<file path="config.mk">
export PLATFORM = sky130hd
export DESIGN_NAME = perf_ctl_unit
export DESIGN_NICKNAME = d
export VERILOG_FILES = /design/src/rtl/perf_ctl_pkg.sv /design/src/rtl/perf_ctl_reg.sv /design/src/rtl/perf_cyc_ctr.sv /design/src/rtl/perf_part_mask.sv /design/src/rtl/perf_evt_bank.sv /design/src/rtl/perf_ctl_unit.sv
export SDC_FILE = /design/constraint.sdc
export NUM_CORES = 1
export LEC_CHECK = 0
export BUFFER_PORTS_ARGS = -buffer_cell sky130_fd_sc_hd__buf_2
export CAP_MARGIN = 5
export CORE_MARGIN = 3
export CORE_UTILIZATION = 50
export DETAILED_ROUTE_END_ITERATION = 10
export GPL_ROUTABILITY_DRIVEN = 1
export HOLD_SLACK_MARGIN = 0.03
export PLACE_DENSITY = 0.7
export SLEW_MARGIN = 10
export SYNTH_ARGS = -nofsm -noshare
export SYNTH_HDL_FRONTEND = slang
export SYNTH_SLANG_ARGS = --single-unit
</file>
<file path="constraint.sdc">
create_clock -name clk -period 6.4 [get_ports clk]
set_clock_uncertainty 0.05 [all_clocks]
set_input_delay 0.96 -clock clk [delete_from_list [all_inputs] [get_ports clk]]
set_output_delay 0.96 -clock clk [all_outputs]
set_load 0.02 [all_outputs]
</file>
<file path="src/rtl/perf_ctl_pkg.sv">
package perf_ctl_pkg;
  localparam int CTL_W = 7;

  // Field order fixes the bit positions seen by software (MSB first).
  typedef struct packed {
    logic long_ovf;
    logic pd_stop;
    logic exp_en;
    logic div64;
    logic cyc_clr;
    logic evt_clr;
    logic enable;
  } ctl_t;

  typedef enum logic [1:0] {
    PRIV_USER   = 2'd0,
    PRIV_KERNEL = 2'd1,
    PRIV_HYP    = 2'd2,
    PRIV_MON    = 2'd3
  } priv_e;
endpackage

</file>
<file path="src/rtl/perf_ctl_reg.sv">
module perf_ctl_reg
  import perf_ctl_pkg::*;
(
  input  logic             clk,
  input  logic             rst_n,
  input  logic             wr_en,
  input  logic [CTL_W-1:0] wr_data,
  output ctl_t             ctl_q,
  output logic             evt_clr,
  output logic             cyc_clr
);
  ctl_t wr_word;
  ctl_t keep_word;

  assign wr_word = ctl_t'(wr_data);

  // Command bits are one-shot: they act on the write edge and are never stored.
  always_comb begin
    keep_word         = wr_word;
    keep_word.evt_clr = 1'b0;
    keep_word.cyc_clr = 1'b0;
  end

  assign evt_clr = wr_en && wr_word.evt_clr;
  assign cyc_clr = wr_en && wr_word.cyc_clr;

  always_ff @(posedge clk or negedge rst_n) begin
    if (!rst_n)     ctl_q <= '0;
    else if (wr_en) ctl_q <= keep_word;
  end
endmodule

</file>
<file path="src/rtl/perf_cyc_ctr.sv">
module perf_cyc_ctr #(
  parameter int CYC_W    = 64,
  parameter int SHORT_W  = 32,
  parameter int DIV_LOG2 = 6
) (
  input  logic             clk,
  input  logic             rst_n,
  input  logic             run,
  input  logic             div_sel,
  input  logic             long_sel,
  input  logic             clr,
  output logic [CYC_W-1:0] cnt,
  output logic             ovf
);
  logic [DIV_LOG2-1:0] pre_q;
  logic [CYC_W-1:0]    cnt_q;
  logic [CYC_W-1:0]    cnt_nx;
  logic                tick;
  logic                wrap;

  assign tick   = run && (!div_sel || (&pre_q));
  assign cnt_nx = cnt_q + CYC_W'(1);
  assign wrap   = long_sel ? (cnt_q[CYC_W-1]   && !cnt_nx[CYC_W-1])
                           : (cnt_q[SHORT_W-1] && !cnt_nx[SHORT_W-1]);

  always_ff @(posedge clk or negedge rst_n) begin
    if (!rst_n) begin
      pre_q <= '0;
      cnt_q <= '0;
      ovf   <= 1'b0;
    end else if (clr) begin
      pre_q <= '0;
      cnt_q <= '0;
    end else begin
      if (run && div_sel) pre_q <= pre_q + DIV_LOG2'(1);
      if (tick)           cnt_q <= cnt_nx;
      if (tick && wrap)   ovf   <= 1'b1;
    end
  end

  assign cnt = cnt_q;
endmodule

</file>
<file path="src/rtl/perf_part_mask.sv">
module perf_part_mask
  import perf_ctl_pkg::*;
#(
  parameter int N_EVT   = 4,
  parameter int SPLIT_W = $clog2(N_EVT + 1)
) (
  input  logic [1:0]         priv_lvl,
  input  logic               ns_state,
  input  logic [SPLIT_W-1:0] hyp_split,
  output logic [N_EVT-1:0]   reach
);
  logic low_ns;

  assign low_ns = ns_state && ((priv_lvl == PRIV_USER) || (priv_lvl == PRIV_KERNEL));

  for (genvar i = 0; i < N_EVT; i++) begin : g_reach
    assign reach[i] = !(low_ns && (i >= int'(hyp_split)));
  end
endmodule

</file>
<file path="src/rtl/perf_evt_bank.sv">
module perf_evt_bank #(
  parameter int N_EVT = 4,
  parameter int EVT_W = 32
) (
  input  logic               clk,
  input  logic               rst_n,
  input  logic [N_EVT-1:0]   evt_in,
  input  logic [N_EVT-1:0]   cnt_en,
  input  logic [N_EVT-1:0]   clr_mask,
  output logic [N_EVT*EVT_W-1:0] cnt,
  output logic [N_EVT-1:0]   ovf
);
  for (genvar i = 0; i < N_EVT; i++) begin : g_ctr
    logic [EVT_W-1:0] val_q;
    logic             bump;

    assign bump = cnt_en[i] && evt_in[i];

    always_ff @(posedge clk or negedge rst_n) begin
      if (!rst_n) begin
        val_q  <= '0;
        ovf[i] <= 1'b0;
      end else if (clr_mask[i]) begin
        val_q <= '0;
      end else if (bump) begin
        val_q <= val_q + EVT_W'(1);
        if (&val_q) ovf[i] <= 1'b1;
      end
    end

    assign cnt[i*EVT_W +: EVT_W] = val_q;
  end
endmodule

</file>
<file path="src/rtl/perf_ctl_unit.sv">
module perf_ctl_unit
  import perf_ctl_pkg::*;
#(
  parameter int N_EVT    = 4,
  parameter int EVT_W    = 32,
  parameter int CYC_W    = 64,
  parameter int SHORT_W  = 32,
  parameter int DIV_LOG2 = 6,
  localparam int SPLIT_W = $clog2(N_EVT + 1)
) (
  input  logic                   clk,
  input  logic                   rst_n,
  input  logic                   wr_en,
  input  logic [CTL_W-1:0]       wr_data,
  output logic [CTL_W-1:0]       ctrl_rd,
  input  logic [1:0]             priv_lvl,
  input  logic                   ns_state,
  input  logic [SPLIT_W-1:0]     hyp_split,
  input  logic                   dbg_prohibit,
  input  logic [N_EVT-1:0]       evt_in,
  output logic [CYC_W-1:0]       cyc_cnt,
  output logic                   cyc_ovf,
  output logic [N_EVT*EVT_W-1:0] evt_cnt,
  output logic [N_EVT-1:0]       evt_ovf,
  output logic                   export_en
);
  ctl_t             ctl;
  logic             evt_clr;
  logic             cyc_clr;
  logic             cyc_run;
  logic [N_EVT-1:0] reach;

  perf_ctl_reg u_reg (
    .clk     (clk),
    .rst_n   (rst_n),
    .wr_en   (wr_en),
    .wr_data (wr_data),
    .ctl_q   (ctl),
    .evt_clr (evt_clr),
    .cyc_clr (cyc_clr)
  );

  assign cyc_run = ctl.enable && !(ctl.pd_stop && dbg_prohibit);

  perf_cyc_ctr #(
    .CYC_W    (CYC_W),
    .SHORT_W  (SHORT_W),
    .DIV_LOG2 (DIV_LOG2)
  ) u_cyc (
    .clk      (clk),
    .rst_n    (rst_n),
    .run      (cyc_run),
    .div_sel  (ctl.div64),
    .long_sel (ctl.long_ovf),
    .clr      (cyc_clr),
    .cnt      (cyc_cnt),
    .ovf      (cyc_ovf)
  );

  perf_part_mask #(
    .N_EVT   (N_EVT),
    .SPLIT_W (SPLIT_W)
  ) u_mask (
    .priv_lvl  (priv_lvl),
    .ns_state  (ns_state),
    .hyp_split (hyp_split),
    .reach     (reach)
  );

  perf_evt_bank #(
    .N_EVT (N_EVT),
    .EVT_W (EVT_W)
  ) u_evt (
    .clk      (clk),
    .rst_n    (rst_n),
    .evt_in   (evt_in),
    .cnt_en   (reach & {N_EVT{ctl.enable}}),
    .clr_mask (reach & {N_EVT{evt_clr}}),
    .cnt      (evt_cnt),
    .ovf      (evt_ovf)
  );

  assign ctrl_rd   = CTL_W'(ctl);
  assign export_en = ctl.exp_en;
endmodule

</file>
* Word-level counts from Yosys, hierarchy flattened
Index checks and enable logic that the tools add are counted.
** Word-level totals
- Register bits after elaboration :: 208
- Output and inout port bits :: 205
- Word-level logic and storage cells :: 88
- Bits of input ports :: 21
** Operators by class
- Equal/unequal tests :: 1
- Muxes and demuxes :: 13
- Reduce and logical (&&, ||, !) cells :: 41
- $add $sub $neg :: 6
- Bitwise logic cells :: 7
- $lt $le $gt $ge :: 4
** Operator list (count)
- 2-to-1 mux 32 bit :: 8
- AND reduction 34 bit :: 4
- adder 32 x 1 -> 32 bit (second input constant) :: 4
- 2-to-1 mux 64 bit :: 2
- adder 64 x 1 -> 64 bit (second input constant) :: 1
- logical AND 1 bit :: 18
- 2-to-1 mux 6 bit :: 2
- nonzero test 2 bit :: 6
- AND 4 bit :: 2
- logical NOT 1 bit :: 8
- adder 6 x 1 -> 6 bit (second input constant) :: 1
- greater-or-equal comparator 1 x 3 -> 1 bit (first input constant) :: 2
- greater-or-equal comparator 2 x 3 -> 1 bit (first input constant) :: 2
- AND reduction 6 bit :: 1
- NOT 1 bit :: 5
- == test 2 x 1 -> 1 bit (second input constant) :: 1
- logical NOT 2 bit :: 1
- logical OR 1 bit :: 2
- AND reduction 2 bit :: 1
- 2-to-1 mux 1 bit :: 1

* Logic depth before layout (Yosys ltp)
- Word-level depth :: 9
- Depth in mapped cells :: 8
- Gate-level depth less buffers :: 8

* Cells and area by module
A second synthesis with hierarchy kept.
** Second synthesis, totals
- Cells, all modules :: 1136
- Area, all modules :: 10821.6 um^2
** Modules (own cells, without submodules)
- perf_evt_bank :: instances 1, cells an instance 690, area an instance 6647.6 um^2, sequential area each 3303.2 um^2
- perf_cyc_ctr :: instances 1, cells an instance 414, area an instance 3822.4 um^2, sequential area each 1776.7 um^2
- perf_ctl_reg :: instances 1, cells an instance 16, area an instance 245.2 um^2, sequential area each 125.1 um^2
- perf_ctl_unit :: instances 1, cells an instance 10, area an instance 68.8 um^2, sequential area each 0.0 um^2
- perf_part_mask :: instances 1, cells an instance 6, area an instance 37.5 um^2, sequential area each 0.0 um^2

* Worst setup path after synthesis
Ideal clock, no wire load.
- Path kind :: input -> register
- Start :: input port dbg_prohibit
- End :: register u_cyc.cnt_q[42], in the netlist u_cyc.cnt[42]
- Arrival :: 2766 ps
- Setup slack :: 3506 ps
- Data required time :: 6272 ps
- Buffers on the path :: 1
- Stages :: 6
- Library setup time :: 78 ps
- Path through :: a21bo_2 -> a211o_1 -> clkbuf_1 -> nor4_1 -> or4b_2 -> a21oi_1
** On the way
- Longest elaborated chain between the ends :: 5
** RTL lines
- from (decl) :: line perf_ctl_unit.sv:19 : input logic dbg_prohibit,
- logical AND 1 bit :: line perf_ctl_unit.sv:43 : assign cyc_run = ctl.enable && !(ctl.pd_stop && dbg_prohibit);
- logical NOT 1 bit :: line perf_ctl_unit.sv:43
- logical AND 1 bit :: line perf_ctl_unit.sv:43
- logical AND 1 bit :: line perf_cyc_ctr.sv:21 : assign tick = run && (!div_sel || (&pre_q));
- nonzero test 2 bit (no source line)
- to (signal assigned) :: line perf_cyc_ctr.sv:36 : if (tick) cnt_q <= cnt_nx;
- to (decl) :: line perf_cyc_ctr.sv:16 : logic [CYC_W-1:0] cnt_q;
No other way between the ends.
A chain may end at the register's enable or synchronous reset.

* Worst setup path after layout
- Start :: register u_reg.ctl_q[0] (netlist name)
- End :: register u_cyc.cnt_q[42], in the netlist u_cyc.cnt[42]
** On the way
- Longest elaborated chain between the ends :: 3
** RTL lines
- from (decl) :: line perf_ctl_reg.sv:8 : output ctl_t ctl_q,
- from (signal assigned) :: line perf_ctl_reg.sv:29 : else if (wr_en) ctl_q <= keep_word;
- logical AND 1 bit :: line perf_ctl_unit.sv:43
- logical AND 1 bit :: line perf_cyc_ctr.sv:21
- nonzero test 2 bit (no source line)
No other way between the ends.

==> metrics.cfg <==
[outcome]
run_status = finished clean

[clocking]
numCtsBuffers = 24
cts_tree = built
cts_buffer_depth = 3
postCtsResizedCells = 0
postCtsHoldBufs = 0
clockRootBuffer = clkbuf_16
clk_latency_ps = 500
cts.clk_slew.worst_paths_ps = 60
cts_sinks = 208
cts_max_level = 1
cts_setup_buffers = 0

[global_route]
grt_overflow = 0
grt_usage_pct = 23.6
antenna_found_initial = 2
grtUsageMet3_pct = 5.11
use_met1_pct = 33.4
grt_max_degree = 117
grt_pass1_wl_um = 47300
first_global_vias = 9225
use_met2_pct = 37.1
grt.busiest_layer = met2

[pwr]
power.density_nw_per_um2 = 230
leakage_nw = 6.04
peakVddDrop_mv = 0.202
total_power_w = 0.00297

[detailed_routing]
wire_per_inst_um = 17.2
drt-total-wl_um = 28500
remaining_drc_errors = 0
via_per_inst = 5.83
vias = 9662
first_pass_iters = 5
drt_iter0_markers = 565
antenna_left = 0

[logic_synthesis]
ys_ff_latch = 208
synth_edf_count = 0
synthArstFlopShare_pct = 100
synth_area_per_cell_um2 = 9.26
netlist_instances = 1156
syn_area_um2 = 10700
synth_ff_type = dfrtp_1
ys_seq_area_share_pct = 48.6
ys_types = 56
yosys_warnings = 0

[final_layout]
syn2layout_area_growth_pct = 20.8
final_cell_mix = buf_2, dfrtp_1, nor2_1, nand2_1, xor2_1
utilization_pct = 62.7
fillers = 1745
final_common_cell = buf_2
nNetsFinal = 1397
drive_above_1_share_pct = 21.9

[setup_path]
crit_chain = a21bo_2, a211o_1, nor4_1, or4b_2, a21oi_1
crit_buf_inv = 0
cp_slowest_cell = nor4_1
critPathCaptureType = register
critPathKind = register to register
max_stage_delay_ps = 720
r2r_start = u_reg.ctl_q[0]
cp_top_family = simple AND/OR/NAND/NOR gates
reg2reg_depth = 5
arrival_ps = 3520
worstPathRequired_ps = 6780
worst_setup_path_start_kind = register
rrSetupSlack_ps = 3260
path_max_fanout = 18
r2r_end = u_cyc.cnt[42]

[die]
die_area_um2 = 23200
rows = 52
io_pins = 226
start_util_pct = 51.9
die_h_um = 152
core_um2 = 20600
die-width_um = 152

[timing]
hold_viol_final = 0
fin_ws_ps = 3260
worstMarginPinSlew_ps = 1120
fin_crit_sh_pct = 49.0
slew_headroom_pct = 25.0
fmaxAchievable_mhz = 319
period_minus_slack_ps = 3140
timing.hold.ws_ps = 418
setup_violations = 0
drv_slew = 0
rsz0062_at_grt = no
finalSetupTns_ps = 0

[placed_design]
dp_slack_ps = 2960
port_buffers = 222
gp_congestion = 0.889
dp_hpwl_um = 19600

[worst_hold_path]
min_to = u_evt.ovf[1]
hold_class = register to register
hold_depth = 2
worstHoldStart = u_evt.ovf[1]

[flow_run]
drv_cap = 0

==> worst register-to-register path: stages (launching register included) <==
cell and delay [ps]:
dfrtp_1 630, a21bo_2 350, a211o_1 530, nor4_1 730, or4b_2 630, a21oi_1 160
==> how the worst max path moves through the flow <==
stage,start,to,cells past startpoint
floorplan,dbg_prohibit,u_cyc.cnt[42],6
global placement,dbg_prohibit,u_cyc.cnt[42],6
detailed placement,dbg_prohibit,u_cyc.cnt[42],6
CTS,u_reg.ctl_q[0],u_cyc.cnt[42],5
global route,u_reg.ctl_q[0],u_cyc.cnt[42],5
finish,u_reg.ctl_q[0],u_cyc.cnt[42],5
==> layout make-up <==
cell class	instances	area (um2)	share of cell area, %
Antenna cell	1	2.50	0.0193
Clock buffer	37	731	5.65
Clock inverter	6	87.6	0.677
Inverter	18	67.6	0.522
Multi-Input combinational cell	882	5280	40.8
Sequential cell	208	5200	40.2
Tap cell	270	338	2.61
Timing Repair Buffer	234	1220	9.45
==> metal layers <==
metal | vias to the layer above | wire length (um)
met2 | 362 | 13000
met3 | 54 | 2340
li1 | 4590 | -
met1 | 4654 | 12600
met5 | - | 13
met4 | 2 | 646
==> cells by family (layout without fill, tap and decap cells) <==
family	Yosys count	in the layout	share of synthesized area [%]
flops	208	208	48.6
simple gates	588	588	28.6
buf+inv	67	295	2.62
other cells	1	3	0.0350
fa+ha+maj	8	8	0.935
xor+xnor	125	125	10.2
compound gates	152	152	8.27
mux	7	7	0.724
==> state kept, by name (all words and copies together), names as in the netlist <==
name / count
u_reg.ctl_q: 5
u_cyc.cnt: 64
u_cyc.pre_q: 6
u_evt.ovf: 4
u_evt.g_ctr.val_q: 128
u_cyc.ovf: 1
==> Yosys cell counts, types with 5 or more instances <==
| master | number | area, um2 |
|---|---|---|
| o31ai_1 | 19 | 143 |
| nor4_1 | 28 | 175 |
| dfrtp_1 | 208 | 5200 |
| buf_4 | 5 | 37.5 |
| and3_1 | 25 | 156 |
| and2_1 | 10 | 62.6 |
| ha_1 | 8 | 100 |
| mux2_2 | 6 | 67.6 |
| or4_1 | 21 | 158 |
| clkbuf_1 | 39 | 146 |
| o21ai_0 | 44 | 220 |
| xnor2_1 | 32 | 280 |
| nor2_1 | 152 | 571 |
| a21oi_1 | 66 | 330 |
| nor3_1 | 19 | 95.1 |
| nand4_1 | 90 | 563 |
| nand2_1 | 100 | 375 |
| inv_1 | 18 | 67.6 |
| nand3_1 | 68 | 340 |
| or3_1 | 37 | 231 |
| and4_1 | 15 | 131 |
| xor2_1 | 93 | 815 |
==> stage by stage <==
step / instances / instance area, um2
finish: 1656 / 12900
global route: 1656 / 12900
CTS: 1655 / 12900
detailed placement: 1612 / 12100
global placement: 1612 / 12100
floorplan: 1157 / 10700
==> where the power goes <==
part	leakage (nW)	total (W)	internal (W)	switching, W
sequential	2.88	0.00137	0.00134	0.0000319
clock	0.391	0.00140	0.000864	0.000535
combinational	2.78	0.000199	0.0000593	0.000140
Power figures use the tool's default switching activity.
